File: src/rtl/strobe_fifo_pkg.sv
package strobe_fifo_pkg;
  typedef struct packed {
    logic lvl;
    logic rise;
    logic fall;
  } strobe_t;
endpackage

File: src/rtl/strobe_sync.sv
module strobe_sync
  import strobe_fifo_pkg::*;
#(
  parameter int STAGES = 2
) (
  input  logic    clk_i,
  input  logic    rst_ni,
  input  logic    strobe_i,
  output strobe_t ev_o
);
  logic [STAGES:0] sh_q;

  always_ff @(posedge clk_i or negedge rst_ni) begin
    if (!rst_ni) sh_q <= '0;
    else         sh_q <= {sh_q[STAGES-1:0], strobe_i};
  end

  // level is the last synchroniser stage, the extra stage is for edge detect
  assign ev_o.lvl  = sh_q[STAGES-1];
  assign ev_o.rise = sh_q[STAGES-1] & ~sh_q[STAGES];
  assign ev_o.fall = ~sh_q[STAGES-1] & sh_q[STAGES];
endmodule

File: src/rtl/fifo_ram.sv
module fifo_ram #(
  parameter int WIDTH = 9,
  parameter int DEPTH = 64,
  localparam int AW = $clog2(DEPTH)
) (
  input  logic             clk_i,
  input  logic             rst_ni,
  input  logic             wr_en_i,
  input  logic [WIDTH-1:0] wr_data_i,
  input  logic             rd_adv_i,
  output logic [WIDTH-1:0] rd_data_o
);
  logic [WIDTH-1:0] mem_q [DEPTH];
  logic [AW-1:0]    wptr_q, rptr_q;

  function automatic logic [AW-1:0] bump(input logic [AW-1:0] p);
    return (p == AW'(DEPTH - 1)) ? '0 : p + 1'b1;
  endfunction

  always_ff @(posedge clk_i or negedge rst_ni) begin
    if (!rst_ni) begin
      wptr_q <= '0;
      rptr_q <= '0;
    end else begin
      if (wr_en_i)  wptr_q <= bump(wptr_q);
      if (rd_adv_i) rptr_q <= bump(rptr_q);
    end
  end

  always_ff @(posedge clk_i) begin
    if (wr_en_i) mem_q[wptr_q] <= wr_data_i;
  end

  assign rd_data_o = mem_q[rptr_q];
endmodule

File: src/rtl/fill_tracker.sv
module fill_tracker #(
  parameter int DEPTH     = 64,
  parameter int LOW_MARK  = 8,
  parameter int HIGH_MARK = 56,
  parameter int HALF_MARK = 32,
  localparam int CW = $clog2(DEPTH + 1)
) (
  input  logic          clk_i,
  input  logic          rst_ni,
  input  logic          inc_i,
  input  logic          dec_i,
  output logic [CW-1:0] count_o,
  output logic          full_o,
  output logic          empty_o,
  output logic          near_lim_o,
  output logic          half_o
);
  logic [CW-1:0] cnt_q;

  always_ff @(posedge clk_i or negedge rst_ni) begin
    if (!rst_ni) cnt_q <= '0;
    else if (inc_i && !dec_i) cnt_q <= cnt_q + 1'b1;
    else if (dec_i && !inc_i) cnt_q <= cnt_q - 1'b1;
  end

  assign count_o    = cnt_q;
  assign full_o     = (cnt_q == CW'(DEPTH));
  assign empty_o    = (cnt_q == '0);
  assign near_lim_o = (cnt_q <= CW'(LOW_MARK)) || (cnt_q >= CW'(HIGH_MARK));
  assign half_o     = (cnt_q >= CW'(HALF_MARK));
endmodule

File: src/rtl/strobe_fifo.sv
module strobe_fifo
  import strobe_fifo_pkg::*;
#(
  parameter int WIDTH     = 9,
  parameter int DEPTH     = 64,
  parameter int LOW_MARK  = 8,
  parameter int HIGH_MARK = 56,
  parameter int HALF_MARK = DEPTH / 2,
  parameter int SYNC_STG  = 2,
  localparam int CW = $clog2(DEPTH + 1)
) (
  input  logic             clk_i,
  input  logic             rst_ni,
  input  logic             shift_in_i,
  input  logic [WIDTH-1:0] data_i,
  output logic             in_rdy_o,
  input  logic             shift_out_i,
  output logic             out_rdy_o,
  output logic [WIDTH-1:0] data_o,
  output logic             near_lim_o,
  output logic             half_o
);
  strobe_t          si_ev, so_ev;
  logic             wr_pend_q, rd_pend_q, out_rdy_q;
  logic [WIDTH-1:0] dout_q, rd_data;
  logic             wr_en, inc, dec, consume, present;
  logic             full, empty;
  logic [CW-1:0]    fill_cnt;

  strobe_sync #(.STAGES(SYNC_STG)) u_si_sync (
    .clk_i, .rst_ni, .strobe_i(shift_in_i), .ev_o(si_ev)
  );
  strobe_sync #(.STAGES(SYNC_STG)) u_so_sync (
    .clk_i, .rst_ni, .strobe_i(shift_out_i), .ev_o(so_ev)
  );

  assign in_rdy_o = !wr_pend_q && !full;
  assign wr_en    = si_ev.rise && in_rdy_o;
  assign inc      = wr_pend_q && si_ev.fall;
  // a high strobe level consumes the shown word, covering the held-high case
  assign consume  = out_rdy_q && so_ev.lvl;
  assign dec      = rd_pend_q && so_ev.fall;
  assign present  = !out_rdy_q && !rd_pend_q && !empty;

  always_ff @(posedge clk_i or negedge rst_ni) begin
    if (!rst_ni) begin
      wr_pend_q <= 1'b0;
      rd_pend_q <= 1'b0;
      out_rdy_q <= 1'b0;
      dout_q    <= '0;
    end else begin
      if (wr_en)    wr_pend_q <= 1'b1;
      else if (inc) wr_pend_q <= 1'b0;
      if (consume) begin
        out_rdy_q <= 1'b0;
        rd_pend_q <= 1'b1;
      end else if (dec) begin
        rd_pend_q <= 1'b0;
      end else if (present) begin
        out_rdy_q <= 1'b1;
        dout_q    <= rd_data;
      end
    end
  end

  fifo_ram #(.WIDTH(WIDTH), .DEPTH(DEPTH)) u_ram (
    .clk_i, .rst_ni,
    .wr_en_i(wr_en), .wr_data_i(data_i),
    .rd_adv_i(dec), .rd_data_o(rd_data)
  );

  fill_tracker #(
    .DEPTH(DEPTH), .LOW_MARK(LOW_MARK), .HIGH_MARK(HIGH_MARK), .HALF_MARK(HALF_MARK)
  ) u_fill (
    .clk_i, .rst_ni, .inc_i(inc), .dec_i(dec),
    .count_o(fill_cnt), .full_o(full), .empty_o(empty),
    .near_lim_o, .half_o
  );

  assign out_rdy_o = out_rdy_q;
  assign data_o    = dout_q;
endmodule

File: config.mk
export PLATFORM = sky130hd
export DESIGN_NAME = strobe_fifo
export DESIGN_NICKNAME = d
export VERILOG_FILES = /design/src/rtl/strobe_fifo_pkg.sv /design/src/rtl/strobe_sync.sv /design/src/rtl/fifo_ram.sv /design/src/rtl/fill_tracker.sv /design/src/rtl/strobe_fifo.sv
export SDC_FILE = /design/constraint.sdc
export NUM_CORES = 1
export LEC_CHECK = 0
export BUFFER_PORTS_ARGS = -buffer_cell sky130_fd_sc_hd__buf_2
export CAP_MARGIN = 0
export CORE_MARGIN = 2
export CORE_UTILIZATION = 55
export CTS_BUF_LIST = sky130_fd_sc_hd__clkbuf_8
export DETAILED_ROUTE_END_ITERATION = 12
export PLACE_DENSITY_LB_ADDON = 0.3
export SLEW_MARGIN = 20
export SYNTH_ARGS = -nofsm -noshare
export SYNTH_HDL_FRONTEND = slang
export SYNTH_SLANG_ARGS = --single-unit
File: constraint.sdc
create_clock -name clk_i -period 5.4 [get_ports clk_i]
set_input_delay 0.54 -clock clk_i [delete_from_list [all_inputs] [get_ports clk_i]]
set_output_delay 0.54 -clock clk_i [all_outputs]
set_load 0.02 [all_outputs]
==> flow_summary.ini <==
[synthesis]
avgSynthCellArea_sq_um = 18.8
synth.area.mux_share_pct = 13.0
syn-num-nets = 1314
syn_inst = 1291
synth.top_cell.area_share_pct = 71.2
synthArstFlopShare_pct = 6.04
synth_adder_area_share_pct = 0.546
synth-simple-area-share_pct = 3.56
synth_area_leaders = edfxtp_1, mux4_2, mux2i_1
yosysSeqAreaShare_pct = 75.0
synth_edf_count = 576
synth_top_family_by_area = multiplexers
synth_compound_area_share_pct = 5.19
ys_warn_count = 0
synthDistinctLibCells = 63
syn_area_sq_um = 24300
synthXorXnorAreaFrac_pct = 0.469
synthFlopType = edfxtp_1
yosys.area.top_type = edfxtp_1
ys_seq_elements = 613

[clock_tree]
clk_path_buf_depth = 3
clk_pin_slew_ns = 0.06
cts_tree = yes
cts.sinks = 613
cts_made_buffers = 93
h-tree-depth = 3
clk_latency_ns = 0.68
cts-root-buf = clkbuf_8

[detailed_routing]
drtPass1Iterations = 7
via_count = 12600
routedWlPerCell_microns = 27.3
drc = 0
drt_iter0_drc = 1390
wl_microns = 55200
via_per_inst = 6.24
ant_nets = 0

[grt]
overflow = 0
grt_pass1_wl_microns = 82600
grt_pass1_vias = 12700
grt_max_degree = 72
grt_usage_pct = 24.4
antenna_found_initial = 1

[sta]
finalHoldWorstSlack_ns = 0.0196
worst_pin_slew_ns = 1.11
slew_violations = 0
fin_crit_ns = 3.69
slew_headroom_pct = 25.5
setup-tns-final_ns = 0
finClkSkew_ns = 0.0219
fmax_mhz = 271
rsz0062_at_grt = false
min_period_over_period_pct = 68.3
finalHoldViolCount = 0
setup_viol = 0

[pwr]
ir_drop_mv = 0.385
p_leak_nw = 8.87
p_per_area_nw_per_um2 = 471

[worst_setup_path]
critical_path.max_fanout = 11
timing.rr.start = u_fill.count_o[0]
endpoint_kind = flop
worstSetupPathType = reg2reg
reg2reg_depth = 6
worst_r2r_endpoint = u_ram.mem_q[50][1]
cp.required_ns = 5.67
worst_ep_arrival_time_ns = 3.96
worstSetupStartpointType = flop
worst-r2r-setup-slack_ns = 1.71

[job]
cap_violations = 0

[floorplanning]
core_sq_um = 43400
rows = 76
fp.dieH_microns = 214
dieArea_sq_um = 45900
start_util_pct = 56.0
io_pins = 26
fp.dieW_microns = 214

[placed_design]
finalWeightedCongestion = 0.837
hpwlAfterDp_microns = 32300
place.port_buffers = 25

[finish]
antennaDiodeCount = 0
nets = 1383
layout-drive-gt1-share_pct = 18.4
syn2layout_area_growth_pct = 9.66
nFillCells = 3090

[worst_hold_path]
hold_path_class = in2async

[run_status]
outcome = finished, final reports clean
-- layer usage --
metal | global-route usage, % | wire, microns
met4 | 10.1 | 2110
met2 | 35.9 | 25200
met3 | 7.21 | 5420
met5 | 0 | 13
met1 | 34.6 | 22400
-- cells in the mapped netlist, types with 12 or more instances --
library cell,instances
dfrtp_1,37
o22ai_1,12
clkbuf_1,25
mux2i_1,127
a221oi_1,25
o21ai_0,14
nand2_1,40
buf_2,14
a22oi_1,23
a21oi_1,13
nand3_1,14
mux4_2,77
nor2_1,80
edfxtp_1,576
a22o_1,16
buf_6,17
-- where the power goes --
group | leakage, nW | internal, mW | switching [mW]
logic | 2.21 | 1.39 | 1.86
registers | 5.62 | 5.34 | 0.393
clock network | 1.04 | 1.83 | 1.73
-- metrics by stage --
step / util, % / power, mW / setup WS, ns / cell area [sq um] / cells
6_report: 61.4 / 12.6 / 1.71 / 26600 / 2022
5_1_grt: 61.4 / 13.0 / 1.57 / 26600 / 2022
4_1_cts: 61.4 / 12.6 / 1.88 / 26600 / 2022
3_5_place_dp: 57.4 / 9.06 / 1.91 / 24900 / 1848
3_3_place_gp: 57.3 / 9.03 / 2.00 / 24900 / 1848
2_1_floorplan: - / 8.11 / 2.93 / 24300 / 1291
-- layout by cell type, fill, tap and decap left out, types with 6 or more instances in the layout --
cell / count
o22ai_1: 12
edfxtp_1: 576
and3_1: 7
buf_4: 20
a22o_1: 16
a22oi_1: 23
a211oi_1: 10
clkbuf_8: 102
nor2b_1: 6
buf_2: 23
clkinv_1: 16
mux2_1: 7
dfrtp_1: 35
ha_1: 9
inv_1: 50
a21oi_1: 13
mux2i_1: 127
mux4_2: 77
clkinv_2: 10
o221ai_1: 9
mux2_2: 7
nor2_1: 80
xnor2_1: 8
nand2_1: 40
nor3_1: 9
nand3_1: 14
a221oi_1: 25
o21ai_1: 8
o21ai_0: 14
-- cell type report --
| type | count | area (sq um) | share of cell area, % |
|---|---|---|---|
| flip-flops and latches | 613 | 18200 | 68.4 |
| repair buffers | 48 | 345 | 1.30 |
| clock inverters | 70 | 342 | 1.28 |
| well taps | 585 | 732 | 2.75 |
| clock buffers | 102 | 1400 | 5.27 |
| multi-input cells | 592 | 5540 | 20.8 |
| inverters | 12 | 45.0 | 0.169 |
-- how the worst max path moves through the flow --
stage / from / to / slack [ns] / cells past startpoint
finish: u_fill.count_o[0] / u_ram.mem_q[50][1] / 1.71 / 6
global route: u_fill.count_o[5] / u_ram.mem_q[18][1] / 1.57 / 6
CTS: u_fill.count_o[0] / u_ram.mem_q[10][8] / 1.88 / 6
detailed placement: u_fill.count_o[0] / u_ram.mem_q[10][2] / 1.91 / 6
global placement: u_ram.rptr_q[0] / data_o[2] / 2.00 / 6
floorplan: u_so_sync.sh_q[1] / u_fill.count_o[6] / 2.93 / 13
-- worst max-delay path: stages (launching register included) --
cell      delay (ns)
dfrtp_1         0.40
nor3_1          0.11
a311oi_1        0.31
and2_1          0.45
nor2b_1         0.34
nand3b_1        0.73
nor2_1          0.96
-- sequential cells by signal, summed over array words and instances (netlist names) --
name and cells:
u_ram.mem_q 576, data_o 9, u_fill.count_o 7, u_ram.rptr_q 6, u_ram.wptr_q 6, u_si_sync.sh_q 3, u_so_sync.sh_q 3, out_rdy_o 1
rd_pend_q 1, wr_pend_q 1
-- cells by family (layout without fill, tap and decap cells) --
group / Yosys count / count (layout)
xor+xnor: 13 / 13
simple gates: 187 / 187
flops: 613 / 613
mux: 218 / 218
buf+inv: 86 / 232
compound gates: 164 / 164
fa+ha+maj: 10 / 10
-- timing repair --
action,CTS,global route
endpoints found under the hold margin,2,0
hold buffers,2,0
setup buffers,0,0
gates resized for setup,0,0
Power figures use the tool's default switching activity.
